File: src/rtl/rate_adapt_pkg.sv
// Package: shared code type and idle detection for the rate adaptation FIFO.
// Assumes the idle code is the control character 0x07.
package rate_adapt_pkg;

    localparam int BYTE_W = 8;
    localparam logic [BYTE_W-1:0] IDLE_BYTE = 8'h07;

    typedef struct packed {
        logic              ctrl;
        logic [BYTE_W-1:0] data;
    } xcode_t;

    localparam int CODE_W = $bits(xcode_t);

    // True when the code is the idle control character.
    function automatic logic is_idle(input xcode_t c);
        return c.ctrl && (c.data == IDLE_BYTE);
    endfunction

endpackage

File: src/rtl/ra_store.sv
// Module: ra_store
// Circular code store with head/tail pointers and an occupancy count.
// Assumes the caller never pushes into a full store unless it pops in the
// same cycle, and never pops an empty store. DEPTH need not be a power of two.
module ra_store
    import rate_adapt_pkg::*;
#(
    parameter int DEPTH = 16,
    localparam int AW = (DEPTH > 1) ? $clog2(DEPTH) : 1,
    localparam int CW = $clog2(DEPTH + 1)
) (
    input  logic          clk,
    input  logic          rst_n,
    input  logic          push,
    input  logic          pop,
    input  xcode_t        wr_code,
    output xcode_t        head_code,
    output logic [CW-1:0] occ,
    output logic          full,
    output logic          empty
);

    localparam logic [AW-1:0] LAST = AW'(DEPTH - 1);
    localparam logic [CW-1:0] CAP  = CW'(DEPTH);

    xcode_t        mem [DEPTH];
    logic [AW-1:0] wr_ptr;
    logic [AW-1:0] rd_ptr;

    assign empty     = (occ == '0);
    assign full      = (occ == CAP);
    assign head_code = mem[rd_ptr];

    // Write the arriving code into the slot at the tail.
    always_ff @(posedge clk) begin
        if (push) begin
            mem[wr_ptr] <= wr_code;
        end
    end

    // Advance the pointers and the occupancy on push and pop.
    always_ff @(posedge clk) begin
        if (!rst_n) begin
            wr_ptr <= '0;
            rd_ptr <= '0;
            occ    <= '0;
        end else begin
            if (push) wr_ptr <= (wr_ptr == LAST) ? '0 : wr_ptr + 1'b1;
            if (pop)  rd_ptr <= (rd_ptr == LAST) ? '0 : rd_ptr + 1'b1;
            case ({push, pop})
                2'b10:   occ <= occ + 1'b1;
                2'b01:   occ <= occ - 1'b1;
                default: occ <= occ;
            endcase
        end
    end

    // occupancy never exceeds the capacity.
    p_occ_range_r7: assert property (@(posedge clk) disable iff (!rst_n)
        occ <= CAP);

    // the head is never read from an empty store.
    p_no_underflow_r6: assert property (@(posedge clk) disable iff (!rst_n)
        pop |-> !empty);

    // a push into a full store only happens together with a pop.
    p_no_overrun_r8: assert property (@(posedge clk) disable iff (!rst_n)
        (push && full) |-> pop);

endmodule

File: src/rtl/ra_steer.sv
// Module: ra_steer
// Per-cycle steering: decides on bypass, pop, push, idle discard and loss,
// and selects the output code. It is purely combinational.
// Assumes the store status reflects the occupancy at the start of the cycle.
module ra_steer
    import rate_adapt_pkg::*;
(
    input  logic   in_valid,
    input  xcode_t in_code,
    input  logic   pause,
    input  logic   st_empty,
    input  logic   st_full,
    input  xcode_t st_head,
    output logic   push,
    output logic   pop,
    output logic   loss,
    output logic   o_valid,
    output xcode_t o_code
);

    logic drop;
    logic bypass;
    logic want_store;

    // Classify the arriving code and the store action for this cycle.
    always_comb begin
        drop       = in_valid && is_idle(in_code) && !st_empty;
        bypass     = !pause && st_empty;
        pop        = !pause && !st_empty;
        want_store = in_valid && !drop && !bypass;
        push       = want_store && (!st_full || pop);
        loss       = want_store && st_full && !pop;
    end

    // Choose between the live code and the stored head for the output.
    always_comb begin
        if (bypass) begin
            o_valid = in_valid;
            o_code  = in_code;
        end else begin
            o_valid = pop;
            o_code  = st_head;
        end
    end

endmodule

File: src/rtl/rate_adapt_fifo.sv
// Module: rate_adapt_fifo (top)
// Code FIFO in front of the 64b/66b encoder. It holds the output while FEC
// parity is inserted, discards idles while it has a backlog, and reports
// when it is empty. Assumes rst_n is pulsed at each burst start.
module rate_adapt_fifo
    import rate_adapt_pkg::*;
#(
    parameter int DEPTH = 16
) (
    input  logic       clk,
    input  logic       rst_n,
    input  logic       in_valid,
    input  logic [7:0] in_byte,
    input  logic       in_ctrl,
    input  logic       fec_pause,
    output logic       out_valid,
    output logic [7:0] out_byte,
    output logic       out_ctrl,
    output logic       buf_empty,
    output logic       lost_code
);

    localparam int CW = $clog2(DEPTH + 1);

    xcode_t        in_code;
    xcode_t        head;
    xcode_t        o_code;
    logic          push;
    logic          pop;
    logic          loss;
    logic          st_full;
    logic          st_empty;
    logic [CW-1:0] occ;

    assign in_code = '{ctrl: in_ctrl, data: in_byte};

    ra_store #(.DEPTH(DEPTH)) u_store (
        .clk       (clk),
        .rst_n     (rst_n),
        .push      (push),
        .pop       (pop),
        .wr_code   (in_code),
        .head_code (head),
        .occ       (occ),
        .full      (st_full),
        .empty     (st_empty)
    );

    ra_steer u_steer (
        .in_valid (in_valid),
        .in_code  (in_code),
        .pause    (fec_pause),
        .st_empty (st_empty),
        .st_full  (st_full),
        .st_head  (head),
        .push     (push),
        .pop      (pop),
        .loss     (loss),
        .o_valid  (out_valid),
        .o_code   (o_code)
    );

    assign out_byte  = o_code.data;
    assign out_ctrl  = o_code.ctrl;
    assign buf_empty = st_empty;

    // Latch any lost code until the next burst reset.
    always_ff @(posedge clk) begin
        if (!rst_n) lost_code <= 1'b0;
        else if (loss) lost_code <= 1'b1;
    end

    // nothing leaves while parity is being inserted.
    p_pause_silent_r2: assert property (@(posedge clk) disable iff (!rst_n)
        fec_pause |-> !out_valid);

    // the loss flag is sticky.
    p_lost_sticky_r8: assert property (@(posedge clk) disable iff (!rst_n)
        lost_code |=> lost_code);

    // an idle that reaches a paused, non-empty store leaves occupancy unchanged.
    p_idle_drop_r4: assert property (@(posedge clk) disable iff (!rst_n)
        (fec_pause && !buf_empty && in_valid && in_ctrl && in_byte == IDLE_BYTE)
        |=> occ == $past(occ));

    // an unpaused, empty store stays empty, because arrivals bypass it.
    p_bypass_r5: assert property (@(posedge clk) disable iff (!rst_n)
        (buf_empty && !fec_pause) |=> buf_empty);

endmodule

File: config.mk
export PLATFORM = sky130hd
export DESIGN_NAME = rate_adapt_fifo
export DESIGN_NICKNAME = d
export VERILOG_FILES = /design/src/rtl/rate_adapt_pkg.sv /design/src/rtl/ra_store.sv /design/src/rtl/ra_steer.sv /design/src/rtl/rate_adapt_fifo.sv
export SDC_FILE = /design/constraint.sdc
export NUM_CORES = 1
export LEC_CHECK = 0
export BUFFER_PORTS_ARGS = -buffer_cell sky130_fd_sc_hd__buf_2
export CAP_MARGIN = 20
export CORE_AREA = 4 4 96 121
export DETAILED_ROUTE_END_ITERATION = 8
export DIE_AREA = 0 0 100 125
export PLACE_DENSITY = 0.83
export SYNTH_ARGS = -nofsm -noshare
export SYNTH_HDL_FRONTEND = slang
export SYNTH_SLANG_ARGS = --single-unit
File: constraint.sdc
create_clock -name clk -period 5.9 [get_ports clk]
set_clock_uncertainty 0.1 [all_clocks]
set_input_delay 0.295 -clock clk [delete_from_list [all_inputs] [get_ports clk]]
set_output_delay 0.295 -clock clk [all_outputs]
set_load 0.01 [all_outputs]
; ---- After elaboration in Yosys (flattened, before gate mapping)
; Memory sizes are Yosys's and may differ from the RTL's. A register that Yosys moved wholly into a read port is not among the register bits.
; Cells that the tools add are included.
[classes]
n_addsub = 4
n_eq_ne = 6
muxes = 9
n_reduce_logical = 19
[op_table]
columns = cell, count
row1 = $mux W4, 4
row2 = $logic_and A1 B1 Y1, 10
row3 = $pmux W5 S2, 1
row4 = $mux W9, 1
row5 = $add A4 B1 Y4 const B, 2
row6 = $eq A4 B4 Y1 const B, 2
row7 = $eq A8 B3 Y1 const B, 1
row8 = $logic_not A1 Y1, 6
row9 = $add A5 B1 Y5 const B, 1
row10 = $eq A5 B5 Y1 const B, 1
row11 = $logic_not A5 Y1, 1
row12 = $sub A5 B1 Y5 const B, 1
row13 = $mux W1, 3
row14 = $eq A2 B1 Y1 const B, 1
row15 = $eq A2 B2 Y1 const B, 1
row16 = $reduce_bool A2 Y1, 1
row17 = $logic_or A1 B1 Y1, 1
[totals]
ff_bits = 14
ramBits = 144
inputBits = 13
out_inout_bits = 12
elab_cells = 43
n_memories = 1
[memory_table]
columns = memory, words, word_bits, rd, rd_clocked_by_memory_dff, wr, line_no
row1 = u_store.mem, 16, 9, 1, 1, 1, ra_store.sv:26  ; xcode_t mem [DEPTH];

; ---- Longest topological paths before layout
; Gate-level depths: netlist (run 1).
[logic_depth]
word_depth = 10
depth_mapped = 10
ltp_nobuf = 9

; ---- By module
; Synthesis (run 1) repeated with hierarchy kept, for this count alone.
[unflattened]
cells_unflattened = 363
area_unflattened_um2 = 6729.0
[modules_own_cells]
columns = module, n_inst, cells_each, area_each_um2, seq_area_each_um2
row1 = ra_store, 1, 341, 6488.7, 4664.5
row2 = ra_steer, 1, 20, 212.7, 0.0
row3 = rate_adapt_fifo, 1, 2, 27.5, 20.0

; ---- Worst setup path before layout (run 1)
; OpenSTA, ideal clock, no wires.
[synth_timing]
kind = reg2reg
start = register u_store.occ[0]
end = register u_store.occ[4]
setup_ps = 69
arrival_ps = 2633
path_slack_ps = 3098
path_stages_with_launch = 10
n_path_buf = 0
cell_sequence = dfxtp_1 -> nor4_1 -> a21o_1 -> nor2_1 -> fa_1 -> a21o_1 -> a21o_1 -> or2_1 -> o32a_1 -> o21ai_1
[synth_between]
elab_chain_cells = 9
elab_cells_between_ends = 19
classes_between = add/sub: 2 / eq/ne: 3 / mux: 1 / reduce/logical: 13
[synth_lines]
columns = item, line_no
row1 = "start, declared", ra_store.sv:18  ; output logic [CW-1:0] occ,
row2 = "start signal, assigned", ra_store.sv:51  ; 2'b10: occ <= occ + 1'b1;
row3 = "start signal, assigned", ra_store.sv:52  ; 2'b01: occ <= occ - 1'b1;
row4 = $logic_not A5 Y1, ra_store.sv:30  ; assign empty = (occ == '0);
row5 = $logic_not A1 Y1, "ra_steer.sv:27, ra_steer.sv:29"
row6 = $logic_and A1 B1 Y1, ra_steer.sv:27  ; drop = in_valid && is_idle(in_code) && !st_empty;
row7 = $logic_not A1 Y1, ra_steer.sv:30  ; want_store = in_valid && !drop && !bypass;
row8 = $logic_and A1 B1 Y1 (2 in a row), ra_steer.sv:30
row9 = $logic_and A1 B1 Y1, ra_steer.sv:31  ; push = want_store && (!st_full || pop);
row10 = $eq A2 B1 Y1 / $eq A2 B2 Y1 (equally long branches), ra_store.sv:50  ; case ({push, pop})
row11 = $pmux W5 S2 / $reduce_bool A2 Y1 (equally long branches), --
; Parallel ways exist; a longest one is shown, timed or not.
; A chain may end at the register's enable or synchronous reset.

; ---- Final worst setup path (run 1)
[layout_timing]
start = register u_store.occ[0]
end = output port out_byte[4]
[layout_between]
elab_chain_cells = 3
[layout_lines]
columns = item, line_no
row1 = $logic_not A5 Y1, ra_store.sv:30
row2 = $logic_and A1 B1 Y1, ra_steer.sv:28  ; bypass = !pause && st_empty;
row3 = $mux W9, ra_steer.sv:37  ; if (bypass) begin
row4 = "end, declared", rate_adapt_fifo.sv:17  ; output logic [7:0] out_byte,
; No other way between the ends.

==> metrics.md, run 1 <==
| Metric | Value |
|---|---|
| Status | `finished clean` |
| # clock sinks | `roughly 160` |
| Largest net degree at the start of global routing | `37` |
| FP Rows | `42` |
| Mean Syn Cell Area | `17.30 um^2` |
| Layout Cells excl Fill | `568` |
| Period utilisation layout | `between 50 and 60%` |
| R2R cell count | `9` |
| DP HPWL | `roughly 8000 um` |
| Synth Area in Adders | `1.776%` |
| TritonCTS clock tree | `done` |
| Hold endpoint | `u_store.mem[15][7]$_DFFE_PP_` |
| Setup Fix Bufs, Post-CTS | `0` |
| Post_cts resized | `0` |
| Vias in the first global route | `approximately 3700` |
| Inserted Diodes | `0` |
| Post-synth EDFFs | `roughly 140` |
| Filler Cells Inserted | `624` |
| Die Ht | `between 100 and 150 um` |
| Final Hold Fails | `0` |
| Pleak | `2.468 nW` |
| Worst Hold Path Cells | `1` |
| Sequential power share | `about 47%` |
| Critical Path AT | `3.01 ns` |
| Unrepaired setup endpoints after global routing | `no` |
| DP Area | `7012 um^2` |
| Post-CTS Hold Buffers | `0` |
| Clock H-tree levels | `4` |
| Core area | `10460 um^2` |
| Synth Area in Simple Gates | `approximately 8.7%` |
| Clock buffer depth | `2` |
| Crit-path max FO | `10` |
| Vias | `around 3700` |
| P&R area growth vs syn | `12.27%` |
| Fin. max-slew vios | `0` |
| Clk slew on worst S/H paths | `around 0.060 ns` |
| R2R Path Start | `u_store.occ[0]$_SDFFE_PN0P_` |
| Relative slew slack | `around 28%` |
| Sw power | `0.6913 mW` |
| Largest family of logic cells by synthesized area | `multiplexers` |
| YS warnings | `0` |
| Crit path capture type | `output port` |
| CP required | `5.51 ns` |
| Layout net count | `445` |
| Fmax | `293.8 MHz` |
| Worst r2r dst | `u_store.occ[4]$_SDFFE_PN0P_` |
| Sw frac | `approximately a quarter` |
| Share of cells above drive strength 1 | `around 28%` |
| All-Layer GR Usage | `23.09%` |
| Min Hold Slack | `0.1728 ns` |
| Initial core utilization | `between 60% and 70%` |
| Net Count, Synth | `413` |
| WL/cell | `between 20 and 25 um` |
| MaxCap Viol Count | `0` |
| Die ar. | `between 10000 and 15000 um^2` |
| Mapped Area | `slightly below 7000 um^2` |
| DR pass1 iterations | `5` |
| Worst slew pin tran | `around 1.1 ns` |
| Seq cells post-synth | `roughly 160` |
| Synth cell types | `between 50 and 60` |
| IO Pins | `25` |
| First-pass GRT wire length | `between 20000 and 25000 um` |
| Cell Int Power | `~2.1 mW` |
| Synthesized-area fraction occupied by xor and xnor cells | `0.5180%` |
| Total congestion overflow | `0` |
| Startpoint types | `register` |
| Combinational group share of total power | `between 10% and 20%` |
| Ys flop type | `edfxtp_1` |
| Final Critical Period | `around 3.4 ns` |
| Min-delay worst type | `input port to register` |
| Finished Core Util | `between 70% and 80%` |
| Most common cell after layout, fill and taps aside | `edfxtp_1` |
| Final ANT Viol Nets | `0` |
| Share of synthesized registers carrying an async set or reset | `0%` |
| Setup-failing EPs final | `0` |
| # placed instances | `roughly 540` |
| Root Buffer Master | `clkbuf_16` |
| Remaining DRCs | `0` |
| TritonCTS Buffers | `17` |
| Critical setup path kind | `register to output port` |
| Final instance area | `~7600 um^2` |
| Mux contribution to synthesized area | `roughly 14%` |
| Sequential area share after synthesis | `between 60% and 70%` |
| Detailed Route WL | `13260 um` |
| GPL Wtd Cong | `between 0.8 and 0.9` |
| FF-to-FF setup slack | `around 2.6 ns` |
| Synth Area in Compound Gates | `4.089%` |
| Port buffer count | `24` |
| Synthesized instance count | `between 300 and 400` |
| Chip width | `around 100 um` |
| Worst Slack Setup Final | `approximately 2.5 ns` |
| Most frequent cells in the layout | `144 x edfxtp_1, 36 x mux4_2, 24 x buf_2` |
| Pre-CTS WS | `roughly 2.7 ns` |
| Number of DRC markers in iteration 0 | `between 400 and 500` |
| Via density per instance | `about 6.5` |
| Initial antenna violation count | `0` |
| Clock share of power | `a little under two fifths` |
| Worst VDD drop | `approximately 0.00022 V` |
| Pwr dens | `between 300 and 400 nW/um^2` |
| Worst hold start | `in_byte[7]` |
| Clk Latency, worst-skew pair | `about 0.42 ns` |
| Power, Total | `2.782 mW` |
| Setup TNS | `0 ns` |
Yosys cell counts, types with 3 or more instances:
library cell | count | area share, %
clkbuf_1 | 10 | 0.56
dfxtp_1 | 18 | 5.3
a211oi_1 | 9 | 1.0
a21o_1 | 4 | 0.44
o21ai_0 | 7 | 0.52
ha_1 | 8 | 1.5
nor2_1 | 19 | 1.1
mux2_2 | 9 | 1.5
inv_1 | 3 | 0.17
mux4_2 | 36 | 12
nor2b_1 | 10 | 0.93
buf_2 | 5 | 0.37
edfxtp_1 | 144 | 64
a21oi_1 | 3 | 0.22
nor3_2 | 4 | 0.59
nand2b_1 | 4 | 0.37
nor3_1 | 23 | 1.7
a21boi_0 | 3 | 0.33
or3_1 | 4 | 0.37
buf_4 | 3 | 0.33
nand2_1 | 22 | 1.2
nand3_1 | 6 | 0.44
power groups by stage:
stage / registers (mW) / logic [mW] / clock network [mW]
after floorplan: 1.32 / 0.311 / 0
after global placement: 1.33 / 0.395 / 0
after detailed placement: 1.33 / 0.410 / 0
after CTS: 1.31 / 0.415 / 1.08
after global routing: 1.31 / 0.448 / 1.13
final: 1.31 / 0.411 / 1.07
layout make-up:
class	instances	area (um^2)	area share, %
tap	132	165.2	2.175
timing repair buffer	34	195.2	2.571
inverter	3	11.26	0.1483
clock buffer	17	425.4	5.603
sequential	162	4686	61.72
clock inverter	15	155.1	2.044
multi-input combinational	205	1954	25.74
worst max-delay path, cell delays in order, from the launching register on:
cell      delay, ns
dfxtp_1        0.37
or4_1          0.73
or3_1          0.65
nand2_8        0.22
a211oi_1       0.07
nor3_1         0.35
buf_2          0.20
how the worst max path moves through the flow:
stage / depth (start not counted) / start / slack [ns] / end
2_1_floorplan: 9 / u_store.occ[0]$_SDFFE_PN0P_ / 3.10 / u_store.occ[4]$_SDFFE_PN0P_
3_3_place_gp: 5 / u_store.occ[0]$_SDFFE_PN0P_ / 2.78 / u_store.mem[2][0]$_DFFE_PP_
3_5_place_dp: 9 / u_store.occ[0]$_SDFFE_PN0P_ / 2.70 / u_store.occ[4]$_SDFFE_PN0P_
4_1_cts: 6 / u_store.occ[0]$_SDFFE_PN0P_ / 2.51 / out_byte[4]
5_1_grt: 6 / u_store.occ[0]$_SDFFE_PN0P_ / 2.41 / out_byte[4]
6_report: 6 / u_store.occ[0]$_SDFFE_PN0P_ / 2.50 / out_byte[4]
cell families after synthesis:
kind of cell	Yosys count
XOR/XNOR	4
multiplexers	47
flip-flops	162
buffers and inverters	24
AO/OA/AOI/OAI	38
AND/OR/NAND/NOR	107
adder cells (fa/ha/maj)	9
routing by layer:
metal  GRT usage, %  up-vias  routed length, um
li1               -     1623                  -
met1          29.85     1845               5191
met2          37.88      173               6857
met3          6.072       23                892
met4          8.644        0                320
met5              0        -                  0
sequential cells by signal (all words and copies together) (netlist names), named ones only:
signal and count:
u_store.rd_ptr 4, u_store.mem 144, u_store.wr_ptr 4, u_store.occ 5, lost_code 1
Note: power is estimated with default switching activity, not from simulation.
==> run 2: changes to the inputs <==
--- a/config.mk
+++ b/config.mk
@@ -5,12 +5,13 @@
 export SDC_FILE = /design/constraint.sdc
 export NUM_CORES = 1
 export LEC_CHECK = 0
+export ABC_AREA = 1
 export BUFFER_PORTS_ARGS = -buffer_cell sky130_fd_sc_hd__buf_2
 export CAP_MARGIN = 20
-export CORE_AREA = 4 4 96 121
+export CORE_AREA = 4 4 100 126
 export DETAILED_ROUTE_END_ITERATION = 8
-export DIE_AREA = 0 0 100 125
-export PLACE_DENSITY = 0.83
+export DIE_AREA = 0 0 104 130
+export PLACE_DENSITY = 0.77
 export SYNTH_ARGS = -nofsm -noshare
 export SYNTH_HDL_FRONTEND = slang
 export SYNTH_SLANG_ARGS = --single-unit
==> constraint.sdc (replaced) <==
create_clock -name clk -period 3.2 [get_ports clk]
set_clock_uncertainty 0.1 [all_clocks]
set_input_delay 0.16 -clock clk [delete_from_list [all_inputs] [get_ports clk]]
set_output_delay 0.16 -clock clk [all_outputs]
set_load 0.01 [all_outputs]
==> run 2 against run 1 <==
Against the previous run:
- worst hold slack got worse by 0.13 ns
- flip-flop and latch count did not move
- wire length rose by 18%
- die area rose by 8.2%
- design area grew 2.7%
- first-iteration DRC count rose by 40%
- via count rose by 31%
- critical path depth unchanged
- core utilization fell by 4.5 points
- cell count is 38% higher
- sequential share of layout area fell by 1.6 points
- critical path type unchanged
- worst setup slack lost 2.1 ns
==> metrics.md, run 2 <==
| Metric | Value |
|---|---|
| Sequential area share after synthesis | `68.82% (was 69.27%)` |
| GPL Wtd Cong | `0.8707 (was 0.8073)` |
| Post_cts resized | `0 (unchanged)` |
| DR pass1 iterations | `5 (unchanged)` |
| Crit path buf inv count | `2 (was 1)` |
| Largest stage delay, worst path | `0.84 ns (was 0.73 ns)` |
| Worst path cell trace | `buf_4, o21ai_0, o211ai_1, nand3_1, a31oi_1, buf_2 (was or4_1, or3_1, nand2_8, a211oi_1, nor3_1, buf_2)` |
| Clk slew on worst S/H paths | `0.06 ns (about the same)` |
| Layout net count | `658 (was 445)` |
| R2R Path Start | `u_store.occ[1]$_SDFFE_PN0P_ (was u_store.occ[0]$_SDFFE_PN0P_)` |
| Initial core utilization | `59.44% (was 64.67%)` |
| Inserted Diodes | `0 (unchanged)` |
| # placed instances | `753 (was 536)` |
| Worst VDD drop | `0.0006774 V (was 0.0002164 V)` |
| Pwr dens | `825.1 nW/um^2 (was 366.5 nW/um^2)` |
| Post-synth EDFFs | `144 (unchanged)` |
| Crit path capture type | `output port (unchanged)` |
| Final ANT Viol Nets | `0 (unchanged)` |
| Setup Fix Bufs, Post-CTS | `0 (unchanged)` |
| Layout Cells excl Fill | `786 (was 568)` |
| Setup TNS | `0 ns (unchanged)` |
| Period utilisation layout | `between 80% and 90%` |
| Worst slew pin tran | `0.7783 ns (was 1.079 ns)` |
| GR met3 Demand/Resource | `4.503% (was 6.072%)` |
| IO Pins | `25 (unchanged)` |
| Unrepaired setup endpoints after global routing | `no (unchanged)` |
| Remaining DRCs | `0 (unchanged)` |
| Most frequent cells in the layout | `158 x nor2_1, 144 x edfxtp_1, 74 x o21ai_0 (was 144 x edfxtp_1, 36 x mux4_2, 24 x buf_2)` |
| Post-CTS Hold Buffers | `2 (was 0)` |
| Setup-failing EPs final | `0 (unchanged)` |
| Crit-path max FO | `40 (was 10)` |
| Filler Cells Inserted | `818 (was 624)` |
| Pleak | `2.786 nW (was 2.468 nW)` |
| Fmax | `approximately 360 MHz` |
| Largest net degree at the start of global routing | `74 (was 37)` |
| MaxCap Viol Count | `0 (unchanged)` |
| Via density per instance | `6.087 (was 6.451)` |
| Count leader, synth | `nor2_1 (was edfxtp_1)` |
| Most common cell after layout, fill and taps aside | `nor2_1 (was edfxtp_1)` |
| Met1 GRT Util | `28.79% (was 29.85%)` |
| Critical setup path kind | `register to output port (unchanged)` |
| First-pass GRT wire length | `25100 um (was 21190 um)` |
| Mean Syn Cell Area | `11.54 um^2 (was 17.30 um^2)` |
| All-Layer GR Usage | `24.53% (was 23.09%)` |
| Chip width | `104 um (was 100 um)` |
| FF-to-FF setup slack | `0.67 ns (was 2.61 ns)` |
| Final Hold Fails | `0 (unchanged)` |
| Seq cells post-synth | `162 (unchanged)` |
| Critical Path AT | `2.52 ns (was 3.01 ns)` |
| Clk Latency, worst-skew pair | `0.41 ns (was 0.42 ns)` |
| Vias | `4784 (was 3664)` |
| Share of synthesized registers carrying an async set or reset | `0% (unchanged)` |
| Synthesized instance count | `590 (was 391)` |
| CP required | `2.94 ns (was 5.51 ns)` |
| Gr busiest metal | `met2 (unchanged)` |
| Share of cells above drive strength 1 | `15.59% (was 27.75%)` |
| Power, Total | `6.435 mW (was 2.782 mW)` |
| P&R area growth vs syn | `14.58% (was 12.27%)` |
| CP max stage cell | `dfxtp_2 (was or4_1)` |
| Clock H-tree levels | `4 (unchanged)` |
| Area share of the largest cell type after synthesis | `63.53% (was 63.94%)` |
| Die ar. | `13520 um^2 (was 12500 um^2)` |
| Initial antenna violation count | `0 (unchanged)` |
| Synth area leader | `edfxtp_1 (unchanged)` |
| YS warnings | `0 (unchanged)` |
| Met2 Use GR | `43.67% (was 37.88%)` |
| Detailed Route WL | `15680 um (was 13260 um)` |
| WL/cell | `19.95 um (was 23.35 um)` |
| Crit path max-delay family | `flip-flops (was simple AND/OR/NAND/NOR gates)` |
| Relative slew slack | `48.11% (was 27.86%)` |
| Worst hold start | `fec_pause (was in_byte[7])` |
| TritonCTS Buffers | `17 (unchanged)` |
| Number of DRC markers in iteration 0 | `590 (was 422)` |
| Mapped Area | `6807 um^2 (was 6763 um^2)` |
| Net Count, Synth | `612 (was 413)` |
| Startpoint types | `register (unchanged)` |
| Post-synth top cells | `158 x nor2_1, 144 x edfxtp_1, 74 x o21ai_0 (was 144 x edfxtp_1, 36 x mux4_2, 23 x nor3_1)` |
| Vias in the first global route | `4782 (was 3724)` |
| Max FFs per register | `144 (unchanged)` |
| Fin. max-slew vios | `0 (unchanged)` |
| Ys flop type | `edfxtp_1 (unchanged)` |
| Total congestion overflow | `0 (unchanged)` |
| DP HPWL | `9894 um (was 7964 um)` |
| Status | `finished clean (unchanged)` |
| Clock buffer depth | `2 (unchanged)` |
| Root Buffer Master | `clkbuf_16 (unchanged)` |
| FP Rows | `44 (was 42)` |
| TritonCTS clock tree | `done (unchanged)` |
| Synth cell types | `31 (was 51)` |
| Biggest regs | `u_store.mem (144), u_store.occ (5) (unchanged)` |
| Largest Register | `u_store.mem (unchanged)` |
| Core area | `11450 um^2 (was 10460 um^2)` |
| Die Ht | `130 um (was 125 um)` |
| Finished Core Util | `68.11% (was 72.60%)` |
| Final Critical Period | `2.782 ns` |
| Port buffer count | `24 (unchanged)` |
| Ranking of synthesized cells by area | `edfxtp_1 64%, nor2_1 8.7%, o21ai_0 5.4%, dfxtp_1 5.3%, o211ai_1 3.9% (was edfxtp_1 64%, mux4_2 12%, dfxtp_1 5.3%, nor3_1 1.7%, mux2_2 1.5%)` |
| # clock sinks | `162 (unchanged)` |
| Min-delay worst type | `input port to register (unchanged)` |
==> run 2: logic make-up after synthesis <==
kind of cell / share of synthesized area (%)
DFF: 68.82
xor gates and xnor gates: 0.3861
buffers and inverters: 3.787
adders and majority gates: 1.765
AOI/OAI and AO/OA: 11.19
and+or+nand+nor: 14.04
==> run 2: per-layer routing <==
| layer | vias up | wire length (um) |
|---|---|---|
| li1 | 2184 | - |
| met5 | - | 0 |
| met3 | 51 | 1075 |
| met2 | 232 | 8288 |
| met1 | 2317 | 5710 |
| met4 | 0 | 608 |
==> run 2: path summary, 6_finish.rpt <==
check / to / depth (start not counted)
max: out_ctrl / 6
min: lost_code$_SDFFE_PN0P_ / 5
max reg2reg: u_store.occ[4]$_SDFFE_PN0P_ / 15
min reg2reg: lost_code$_SDFFE_PN0P_ / 2
==> run 2: stage by stage <==
stage                     cell area [um^2]  hold slack (ns)  setup slack, ns
final                                 7799          0.04253           0.4182
after global routing                  7799          0.05136           0.2272
after CTS                             7799          0.03612           0.4082
after detailed placement              7179           0.3142           0.7079
after global placement                7179           0.3035           0.8459
after floorplan                       6807           0.1589            1.094
==> run 2: worst register-to-register path: cells and delay by family, from the launching register on <==
kind / cells / cell delay, ns
compound gates: 1 / 0.17
fa+ha+maj: 1 / 0.42
buf+inv: 2 / 0.19
flops: 1 / 0.35
simple gates: 11 / 1.20
==> run 2: final cells by class <==
type / count / area, um^2 / area share (%)
Sequential cell: 162 / 4687 / 60.10
Inverter: 29 / 110.1 / 1.412
Clock inverter: 11 / 162.7 / 2.086
Tap cell: 138 / 172.7 / 2.214
Timing Repair Buffer: 56 / 365.4 / 4.685
Clock buffer: 20 / 436.7 / 5.599
Multi-Input combinational cell: 370 / 1864 / 23.91
==> run 2: power by group <==
group | total [mW] | switching (mW) | internal (mW) | leakage (nW)
sequential | 2.59 | 0.142 | 2.44 | 1.45
combinational | 1.79 | 1.21 | 0.587 | 1.05
clock | 2.05 | 0.760 | 1.29 | 0.289
==> run 3: changes to the inputs <==
--- a/config.mk
+++ b/config.mk
@@ -5,12 +5,11 @@
 export SDC_FILE = /design/constraint.sdc
 export NUM_CORES = 1
 export LEC_CHECK = 0
-export ABC_AREA = 1
 export BUFFER_PORTS_ARGS = -buffer_cell sky130_fd_sc_hd__buf_2
 export CAP_MARGIN = 20
-export CORE_AREA = 4 4 100 126
+export CORE_AREA = 4 4 100 125
 export DETAILED_ROUTE_END_ITERATION = 8
-export DIE_AREA = 0 0 104 130
+export DIE_AREA = 0 0 104 129
 export PLACE_DENSITY = 0.77
 export SYNTH_ARGS = -nofsm -noshare
 export SYNTH_HDL_FRONTEND = slang
==> run 3 against run 2 <==
Against the previous run:
- design area about the same
- count of clock-buffer cells in the layout down 2
- power decreased by 19%
- fmax fell by 7.4%
- die area fell by 0.77%
- sequential power shrank 7%
- global-route usage down 2.7 points
- non-clock buffer count unchanged
- highest routed layer unchanged
==> metrics.md, run 3 (synthesis results as in run 1) <==
| Metric | Value |
|---|---|
| Port buffer count | `24 (unchanged)` |
| Clk slew on worst S/H paths | `0.06 ns (about the same)` |
| All-Layer GR Usage | `21.88% (was 24.53%)` |
| GPL Wtd Cong | `0.7602 (was 0.8707)` |
| Pleak | `2.587 nW (was 2.786 nW)` |
| Inserted Diodes | `0 (unchanged)` |
| Die ar. | `13420 um^2 (was 13520 um^2)` |
| Min Hold Slack | `0.01645 ns (was 0.04253 ns)` |
| Clock share of power | `38.7% (was 31.9%)` |
| DR pass1 iterations | `4 (was 5)` |
| TritonCTS clock tree | `done (unchanged)` |
| Biggest regs | `u_store.mem (144), u_store.occ (5) (unchanged)` |
| Most frequent cells in the layout | `144 x edfxtp_1, 36 x mux4_2, 30 x buf_4 (was 158 x nor2_1, 144 x edfxtp_1, 74 x o21ai_0)` |
| Final Critical Period | `3.005 ns (was 2.782 ns)` |
| Fin. max-slew vios | `0 (unchanged)` |
| Sw frac | `24.79% (was 32.78%)` |
| Worst path cell trace | `or4_1, or3_1, nand2_8, a211oi_1, nor3_1, buf_2 (was buf_4, o21ai_0, o211ai_1, nand3_1, a31oi_1, buf_2)` |
| DP HPWL | `8318 um (was 9894 um)` |
| Setup TNS | `0 ns (unchanged)` |
| Share of cells above drive strength 1 | `31.22% (was 15.59%)` |
| Vias | `3674 (was 4784)` |
| Largest Register | `u_store.mem (unchanged)` |
| R2R Path Start | `u_store.occ[4]$_SDFFE_PN0P_ (was u_store.occ[1]$_SDFFE_PN0P_)` |
| Pwr dens | `667.1 nW/um^2 (was 825.1 nW/um^2)` |
| Setup-failing EPs final | `0 (unchanged)` |
| Worst hold start | `in_byte[5] (was fec_pause)` |
| Root Buffer Master | `clkbuf_16 (unchanged)` |
| IO Pins | `25 (unchanged)` |
| Largest stage delay, worst path | `0.72 ns (was 0.84 ns)` |
| Worst r2r dst | `u_store.occ[4]$_SDFFE_PN0P_ (unchanged)` |
| Worst VDD drop | `0.0003616 V (was 0.0006774 V)` |
| Critical setup path kind | `register to output port (unchanged)` |
| Cell Int Power | `3.909 mW (was 4.326 mW)` |
| Final Hold Fails | `0 (unchanged)` |
| Setup Fix Bufs, Post-CTS | `0 (unchanged)` |
| Worst slew pin tran | `0.8442 ns (was 0.7783 ns)` |
| CP required | `2.94 ns (about the same)` |
| Total congestion overflow | `0 (unchanged)` |
| Crit-path max FO | `9 (was 40)` |
| Critical Path AT | `2.74 ns (was 2.52 ns)` |
| Final instance area | `7791 um^2 (was 7799 um^2)` |
| Relative slew slack | `43.64% (was 48.11%)` |
| Status | `finished clean (unchanged)` |
| Startpoint types | `register (unchanged)` |
| Vias in the first global route | `3806 (was 4782)` |
| Number of DRC markers in iteration 0 | `376 (was 590)` |
| Sequential power share | `46.3% (was 40.2%)` |
| R2R cell count | `9 (was 15)` |
| Crit path capture type | `output port (unchanged)` |
| Clock buffer depth | `2 (unchanged)` |
| First-pass GRT wire length | `21440 um (was 25100 um)` |
| Crit path buf inv count | `1 (was 2)` |
| Final ANT Viol Nets | `0 (unchanged)` |
| Max FFs per register | `144 (unchanged)` |
| Detailed Route WL | `13380 um (was 15680 um)` |
| Via density per instance | `6.196 (was 6.087)` |
| Clk Latency, worst-skew pair | `0.42 ns (was 0.41 ns)` |
| Initial antenna violation count | `0 (unchanged)` |
| Filler Cells Inserted | `745 (was 818)` |
| Unrepaired setup endpoints after global routing | `no (unchanged)` |
| Initial core utilization | `60.43% (was 59.44%)` |
| WL/cell | `22.56 um (was 19.95 um)` |
| Die Ht | `129 um (was 130 um)` |
| Crit path max-delay family | `simple AND/OR/NAND/NOR gates (was flip-flops)` |
| Fmax | `332.8 MHz (was 359.5 MHz)` |
| FF-to-FF setup slack | `0.46 ns (was 0.67 ns)` |
| Crit path from | `u_store.occ[0]$_SDFFE_PN0P_` |
| Most common cell after layout, fill and taps aside | `edfxtp_1 (was nor2_1)` |
| TritonCTS Buffers | `17 (unchanged)` |
| Chip width | `104 um (unchanged)` |
| Remaining DRCs | `0 (unchanged)` |
| Crit path to | `out_byte[4] (was out_ctrl)` |
| Min-delay worst type | `input port to register (unchanged)` |
| WP depth | `6 (unchanged)` |
| FP Rows | `43 (was 44)` |
| Sw power | `1.289 mW (was 2.109 mW)` |
| CP max stage cell | `or4_1 (was dfxtp_2)` |
| MaxCap Viol Count | `0 (unchanged)` |
| Period utilisation layout | `93.90% (was 86.93%)` |
| Core area | `11190 um^2 (was 11450 um^2)` |
| # clock sinks | `162 (unchanged)` |
| P&R area growth vs syn | `15.21% (was 14.58%)` |
| Layout net count | `467 (was 658)` |
| Clock H-tree levels | `4 (unchanged)` |
| Combinational group share of total power | `15.1% (was 27.9%)` |
| DP Area | `7186 um^2 (was 7179 um^2)` |
| Largest net degree at the start of global routing | `37 (was 74)` |
[run 3: changes by cell type in the layout (fill, tap and decap cells not counted), sizes merged, moves of 10 or more]
cell,change
inv,-20
mux4,+36
nand2,-10
nand3,-22
nor2,-141
nor2b,+10
nor3,+23
o211ai,-35
o21ai,-72
[run 3: power groups by stage]
stage / registers, mW / logic, mW / clock network (mW)
3_3_place_gp: 2.44 / 0.772 / 0
4_1_cts: 2.41 / 0.792 / 2.03
6_report: 2.40 / 0.783 / 2.01
2_1_floorplan: 2.44 / 0.574 / 0
5_1_grt: 2.41 / 0.853 / 2.15
3_5_place_dp: 2.45 / 0.785 / 0
[run 3: worst min path at each step]
stage | to | slack (ns) | depth (start not counted)
floorplan | u_store.mem[0][0]$_DFFE_PP_ | 0.16 | 0
global placement | u_store.mem[2][0]$_DFFE_PP_ | 0.31 | 1
detailed placement | u_store.mem[2][0]$_DFFE_PP_ | 0.32 | 1
CTS | u_store.mem[13][5]$_DFFE_PP_ | 0.006 | 1
global route | u_store.mem[11][5]$_DFFE_PP_ | 0.02 | 1
finish | u_store.mem[8][5]$_DFFE_PP_ | 0.02 | 1
[run 3: stage by stage]
stage / cells / power (mW) / util [%] / setup slack, ns
finish: 593 / 5.197 / 69.62 / 0.1953
global route: 593 / 5.411 / 69.62 / 0.05562
CTS: 593 / 5.231 / 69.62 / 0.2069
detailed placement: 560 / 3.235 / 64.21 / 0.2047
global placement: 560 / 3.216 / 64.21 / 0.2954
floorplan: 391 / 3.010 / - / 0.3983
[run 3: timing repair]
action	4_1_cts	5_1_grt
hold endpoints to repair	1	0
gates resized for setup	0	0
setup endpoints to repair	0	0
hold buffers	1	0
[run 3: cell type report]
type | instances | area [um^2] | share of cell area, %
repair buffers | 56 | 375.4 | 4.818
well taps | 135 | 168.9 | 2.168
multi-input cells | 205 | 1954 | 25.08
clock buffers | 18 | 439.2 | 5.637
flip-flops and latches | 162 | 4686 | 60.14
clock inverters | 14 | 156.4 | 2.007
inverters | 3 | 11.26 | 0.1445
[run 3: routing by layer]
layer / track usage, % / part of all wire [%] / up-vias
li1: - / - / 1669
met1: 27.34 / 40 / 1856
met2: 37.85 / 53 / 131
met3: 5.118 / 6.0 / 18
met4: 7.981 / 2.0 / 0
met5: 0 / 0 / -
